==> src/rtl/cexp_write_unit.sv <==
module cexp_write_unit #(
  parameter int PLANES = 4,
  parameter int BW = 8
) (
  input  logic                 clk,
  input  logic                 rst_n,
  input  logic                 wr_stb,
  input  logic [BW-1:0]        cpu_data,
  input  logic [BW-1:0]        pattern,
  input  logic                 src_cpu,
  input  logic [1:0]           mode,
  input  logic [PLANES-1:0]    fg_color,
  input  logic [PLANES-1:0]    bg_color,
  input  logic [PLANES*BW-1:0] fg_latch,
  input  logic [PLANES*BW-1:0] rd_latch,
  input  logic [PLANES-1:0]    sr_value,
  input  logic [PLANES-1:0]    sr_enable,
  input  logic [BW-1:0]        bit_mask,
  input  logic                 mw_enable,
  input  logic                 mw_use_cpu,
  input  logic [BW-1:0]        mw_mask,
  output logic [PLANES*BW-1:0] plane_data,
  output logic [BW-1:0]        wr_mask,
  output logic                 out_valid
);
  localparam int DW = PLANES * BW;

  logic [BW-1:0] src, en;
  logic [DW-1:0] nxt;

  assign src = src_cpu ? cpu_data : pattern;
  assign en  = bit_mask & (mw_enable ? (mw_use_cpu ? cpu_data : mw_mask) : {BW{1'b1}});

  for (genvar n = 0; n < PLANES; n++) begin : g_plane
    logic [BW-1:0] raw;
    always_comb begin
      unique case (mode)
        2'd0:    raw = sr_enable[n] ? {BW{sr_value[n]}} : cpu_data;
        2'd1:    raw = (src & {BW{fg_color[n]}}) | (~src & {BW{bg_color[n]}});
        2'd2:    raw = fg_latch[n*BW +: BW];
        default: raw = rd_latch[n*BW +: BW];
      endcase
    end
    assign nxt[n*BW +: BW] = (raw & en) | (rd_latch[n*BW +: BW] & ~en);
  end

  always_ff @(posedge clk) begin
    if (!rst_n) begin
      plane_data <= '0;
      wr_mask    <= '0;
      out_valid  <= 1'b0;
    end else begin
      out_valid <= wr_stb;
      if (wr_stb) begin
        plane_data <= nxt;
        wr_mask    <= en;
      end
    end
  end
endmodule

==> config.mk <==
export PLATFORM = sky130hd
export DESIGN_NAME = cexp_write_unit
export DESIGN_NICKNAME = d
export VERILOG_FILES = /design/src/rtl/cexp_write_unit.sv
export SDC_FILE = /design/constraint.sdc
export NUM_CORES = 1
export LEC_CHECK = 0
export CAP_MARGIN = 20
export CORE_AREA = 5 5 100 102
export DETAILED_ROUTE_END_ITERATION = 6
export DIE_AREA = 0 0 105 107
export PLACE_DENSITY = 0.75
export REMOVE_ABC_BUFFERS = 1
export SYNTH_ARGS = -nofsm -noshare
export SYNTH_HDL_FRONTEND = slang
export SYNTH_SLANG_ARGS = --single-unit
==> constraint.sdc <==
create_clock -name clk -period 1.3 [get_ports clk]
set_input_delay 0.26 -clock clk [delete_from_list [all_inputs] [get_ports clk]]
set_output_delay 0.26 -clock clk [all_outputs]
set_load 0.1 [all_outputs]
==> results.json, run 1 <==
{
  "status": "complete, no violations",
  "dr.first_iter.drc_count": 237,
  "fin_ws_ns": 0.0152,
  "place_inst": 705,
  "vias": 4058,
  "startpoint_type": "primary input",
  "crit_type": "in -> reg",
  "final_util_pct": 72.5,
  "hold_path_class": "in -> reg",
  "row_count": 35,
  "grt_pass1_wl_microns": 22200,
  "grtUsageTotal_pct": 24.4,
  "yosysSeqAreaShare_pct": 24.5,
  "critPathMaxStageDelay_ns": 0.48,
  "post_drt_wl_per_cell_microns": 20.9,
  "min_from": "rst_n",
  "fp.dieH_microns": 107,
  "arrival_ns": 1.47,
  "core-area_sq_mm": 0.00902,
  "dp_slack_ns": -0.652,
  "period_minus_slack_ns": 1.28,
  "dr.max_layer_used": "met5",
  "postSynthCellCount": 400,
  "fin_crit_sh_pct": 98.8,
  "worstPathMaxFanout": 4,
  "wl_met2_microns": 7000,
  "htreeDepth": 2,
  "fin_skew_ns": 0,
  "r2r_start": "plane_data[31]",
  "antenna_found_initial": 3,
  "rsz0062_at_grt": "yes",
  "post-route-cell-area_sq_mm": 0.00654,
  "drc": 0,
  "final_cell_mix": "90 x clkdlybuf4s50_1, 64 x mux2i_1, 59 x nand2_1",
  "hold_slack_ns": 0.457,
  "cts_num_sinks": 41,
  "setup_tns_ns": 0,
  "drv_cap": 0,
  "routed_wirelength_microns": 15100,
  "routed_via_density": 5.60,
  "rrSetupSlack_ns": 0.60,
  "synth-main-ff-cell": "dfxtp_1",
  "die_w_microns": 105,
  "synth_edf_count": 0,
  "leakage_nw": 2.77,
  "hold_buffers": 0,
  "finalHoldViolCount": 0,
  "reg2reg_to": "plane_data[31]",
  "dieArea_sq_mm": 0.0112,
  "path_delay_family": "buffers and inverters",
  "ys_async_sr_fraction_pct": 0,
  "cts_tree": "done",
  "grt-ovfl-total": 0,
  "drt-pass1-iter-count": 7,
  "worst_pin_slew_ns": 0.450,
  "cts_buffer_depth": 2,
  "port_buffers": 160,
  "path_buf_inv": 1,
  "cp_slowest_cell": "clkdlybuf4s50_1",
  "first_global_vias": 4196,
  "met1_length_microns": 6280,
  "reg2reg_depth": 2,
  "peakVddDrop_v": 0.000423,
  "ant_nets": 0,
  "ys_types": 31,
  "cts_buffers": 5,
  "drv_slew": 0,
  "place_congestion": 0.912,
  "initial_utilization_pct": 37.1,
  "fin_cells": 725,
  "hold_depth": 3,
  "clkLatencyLatePin_ns": 0.30,
  "cp-end-kind": "flip-flop",
  "area_growth_pct": 95.4,
  "nNetsFinal": 731,
  "yosys_warnings": 0,
  "worstHoldEndpoint": "wr_mask[1]",
  "synth_seq_cells": 41,
  "synth.avg_cell_area_sq_um": 8.36,
  "placed_area_sq_mm": 0.00594,
  "syn-cell-area_sq_mm": 0.00334,
  "route.met3.wl_microns": 1430,
  "clock-root-buffer": "clkbuf_8",
  "cp_data_required_time_ns": 1.49,
  "ioPinCount": 161,
  "power.total_mw": 4.99,
  "setup_viol": 0,
  "drive_gt1_share_pct": 31.4,
  "powerDensity_mw_per_mm2": 764,
  "dp.final_hpwl_microns": 11200,
  "clock.fmax_mhz": 778,
  "slew_headroom_pct": 70.0,
  "grt_max_degree": 33,
  "clk_pin_slew_ns": 0.08,
  "timing.critical_path.cells": "clkdlybuf4s50_1 -> nor3b_4 -> mux2i_1 -> a21oi_1 -> o31ai_1",
  "layout_commonest_cell": "clkdlybuf4s50_1"
}
## worst max path at each step
stage | depth (start not counted) | startpoint | to
finish | 5 | fg_color[2] | plane_data[22]
global route | 7 | mw_use_cpu | plane_data[18]
CTS | 6 | pattern[7] | plane_data[15]
detailed placement | 7 | src_cpu | plane_data[5]
global placement | 7 | src_cpu | plane_data[5]
floorplan | 3 | rst_n | plane_data[0]
## synthesized netlist by cell type (2+ instances only)
library cell	n	area (sq um)
a21oi_1	40	200
buf_6	3	33.8
a2bb2oi_1	8	70.1
buf_4	2	15.0
buf_1	3	11.3
inv_1	2	7.51
o21ai_1	4	20.0
mux2i_1	72	721
dfxtp_1	41	821
clkbuf_1	7	26.3
mux2i_2	8	110
mux2_4	8	120
nor2b_1	9	56.3
o31ai_1	8	60.1
o211ai_1	48	360
buf_2	17	85.1
o21ai_2	8	70.1
nand3b_2	4	45.0
nand3b_1	4	30.0
nand2_1	65	244
o21ai_0	20	100
nor3b_1	3	22.5
o21a_1	8	60.1
## layer usage
metal	track usage, %	vias to the layer above
met2	40.3	205
met3	8.25	42
li1	-	1911
met4	5.66	2
met1	30.8	1898
met5	0	-
## timing repair
| action | 4_1_cts | 5_1_grt |
|---|---|---|
| endpoints found under the setup margin | 40 | 32 |
| cloned | 1 | 4 |
| setup buffers | 4 | 3 |
| pin swaps | 6 | 21 |
| gates resized for setup | 51 | 54 |
## cell families (layout without fill, tap and decap cells)
| kind of cell | Yosys count | count (layout) | synth area share (%) |
|---|---|---|---|
| AO/OA/AOI/OAI | 144 | 144 | 28.1 |
| AND/OR/NAND/NOR | 91 | 91 | 13.3 |
| multiplexers | 88 | 88 | 28.4 |
| flip-flops | 41 | 41 | 24.5 |
| buffers and inverters | 36 | 248 | 5.61 |
| other | 0 | 2 | 0 |
## registers in the layout (all words and copies together), names as in the netlist
name and cells:
plane_data 32, out_valid 1, wr_mask 8
## final cells by class
| class | count | area (sq um) |
|---|---|---|
| repair buffers | 237 | 2850 |
| multi-input cells | 323 | 2630 |
| fillers | 654 | 2480 |
| flip-flops and latches | 41 | 821 |
| well taps | 111 | 139 |
| clock buffers | 8 | 80.1 |
| inverters | 3 | 15.0 |
| diodes | 2 | 5.00 |
## tightest hold or removal path, stage by stage
cell            delay (ns)
dlymetal6s2s_1        0.16
buf_4                 0.18
nor2b_1               0.12
## where the power goes
group	leakage (nW)	internal, mW	switching [mW]
combinational	2.39	1.24	1.42
clock	0.0395	0.384	0.499
sequential	0.338	1.35	0.0982
total	2.77	2.97	2.02
(Power assumes the default switching activity.)
==> run 2: changes to the inputs <==
--- a/config.mk
+++ b/config.mk
@@ -9,7 +9,7 @@
 export CORE_AREA = 5 5 100 102
 export DETAILED_ROUTE_END_ITERATION = 6
 export DIE_AREA = 0 0 105 107
-export PLACE_DENSITY = 0.75
+export PLACE_DENSITY_LB_ADDON = 0.15
 export REMOVE_ABC_BUFFERS = 1
 export SYNTH_ARGS = -nofsm -noshare
 export SYNTH_HDL_FRONTEND = slang
==> results.json, run 2 (synthesis results as in run 1) <==
{
  "leakage_nw": 2.73,
  "htreeDepth": 2,
  "ant_nets": 0,
  "cp_data_required_time_ns": 1.52,
  "nNetsFinal": 729,
  "fin_crit_sh_pct": 97.7,
  "worstSetupStartpoint": "mw_mask[7]",
  "fillers": 713,
  "powerDensity_mw_per_mm2": 766,
  "finalHoldViolCount": 0,
  "area_growth_pct": 90.6,
  "reg2reg_depth": 2,
  "period_minus_slack_ns": 1.27,
  "hold_path_class": "in -> reg",
  "ioPinCount": 161,
  "drc": 0,
  "fin_skew_ns": 0,
  "grt-ovfl-total": 0,
  "worst_pin_slew_ns": 0.329,
  "worstPathMaxFanout": 3,
  "initial_utilization_pct": 37.1,
  "first_global_vias": 4059,
  "drv_cap": 0,
  "rsz0062_at_grt": "yes",
  "dp.final_hpwl_microns": 11300,
  "drv_slew": 0,
  "fp.dieH_microns": 107,
  "final_util_pct": 70.7,
  "multi_input_area_sq_mm": 0.00252,
  "port_buffers": 160,
  "routed_wirelength_microns": 14500,
  "post-route-cell-area_sq_mm": 0.00638,
  "setup_viol": 0,
  "startpoint_type": "primary input",
  "reg2reg_to": "wr_mask[5]",
  "clkLatencyLatePin_ns": 0.30,
  "r2r_start": "wr_mask[5]",
  "clock.fmax_mhz": 787,
  "place_congestion": 0.880,
  "dieArea_sq_mm": 0.0112,
  "crit_path_end": "plane_data[31]",
  "clk_pin_slew_ns": 0.09,
  "rrSetupSlack_ns": 0.65,
  "arrival_ns": 1.49,
  "largest_register_ffs": 32,
  "slew_headroom_pct": 78.0,
  "cts_buffers": 5,
  "final_cell_mix": "90 x clkdlybuf4s50_1, 72 x mux2i_1, 60 x nand2_1",
  "post_drt_wl_per_cell_microns": 20.0,
  "reg_top3": "plane_data: 32 flops, wr_mask: 8 flops, out_valid: 1 flops",
  "regArea_sq_um": 821,
  "status": "complete, no violations",
  "antenna_found_initial": 0,
  "die_w_microns": 105,
  "crit_type": "in -> reg",
  "cts_buffer_depth": 2,
  "cts_num_sinks": 41,
  "cts_tree": "done",
  "core-area_sq_mm": 0.00902,
  "peakVddDrop_v": 0.000479,
  "cp-end-kind": "flip-flop",
  "row_count": 35,
  "clock-root-buffer": "clkbuf_8",
  "largest_register": "plane_data",
  "drt-pass1-iter-count": 5,
  "hold_buffers": 0,
  "dr.first_iter.drc_count": 199,
  "layout_commonest_cell": "clkdlybuf4s50_1",
  "grt_max_degree": 33,
  "routed_via_density": 5.55,
  "grt_pass1_wl_microns": 21800,
  "placed_area_sq_mm": 0.00596,
  "drive_gt1_share_pct": 28.4,
  "vias": 4006,
  "grtUsageTotal_pct": 24.1
}
run 2: cell count changes in the layout (fill, tap and decap cells not counted), sizes merged:
cell / change
diode: -1
dlygate4sd2: -1
buf: -1
inv: +1
clkdlybuf4s15: +1
clkbuf: -2
run 2: power by group:
group          switching (mW)  internal (mW)  total, mW
clock network           0.472          0.381      0.854
logic                    1.38           1.20       2.58
registers              0.0975           1.35       1.45
total                    1.95           2.93       4.88
run 2: timing repair:
item | CTS | global route
cloned | 0 | 3
buffers inserted | 2 | 3
gates resized for setup | 35 | 42
pin swaps | 10 | 22
endpoints found under the setup margin | 40 | 33
run 2: cell type report:
| type | instances | area share [%] |
|---|---|---|
| tap | 111 | 2.18 |
| inverter | 3 | 0.177 |
| clock buffer | 7 | 1.20 |
| timing repair buffer | 235 | 44.0 |
| antenna | 1 | 0.0392 |
| multi-input combinational | 323 | 39.5 |
| clock inverter | 1 | 0.118 |
| sequential | 41 | 12.9 |
run 2: worst min-delay path by stage:
stage / startpoint / to / cells after the start
after floorplan: rst_n / wr_mask[0] / 1
after global placement: plane_data[24] / plane_data[24] / 2
after detailed placement: plane_data[24] / plane_data[24] / 2
after CTS: plane_data[20] / plane_data[20] / 2
after global routing: rst_n / wr_mask[1] / 3
final: rst_n / wr_mask[4] / 3
run 2: worst max-delay path: stages:
cell             delay, ns
clkdlybuf4s50_1       0.43
mux2_4                0.31
o21ai_4               0.15
buf_6                 0.12
o211ai_1              0.10
o211ai_1              0.11
run 2: through the flow:
stage | power (mW) | hold WS [ns] | setup slack (ns) | TNS [ns] | std cells
3_3_place_gp | 3.91 | 0.478 | -0.584 | -20.45 | 705
5_1_grt | 5.08 | 0.461 | 0.000389 | 0 | 721
6_report | 4.88 | 0.435 | 0.0295 | 0 | 722
4_1_cts | 4.82 | 0.499 | 0.00240 | 0 | 715
2_1_floorplan | 2.63 | 0.388 | -0.316 | -10.01 | 367
3_5_place_dp | 3.92 | 0.487 | -0.605 | -21.25 | 705
run 2: routing by layer:
metal  up-vias  share of wire (%)  track usage [%]
li1       1916                  -                -
met4         0                2.0             6.03
met5         -                  0                0
met2       187                 47             40.2
met1      1880                 45             31.8
met3        23                6.2             4.64
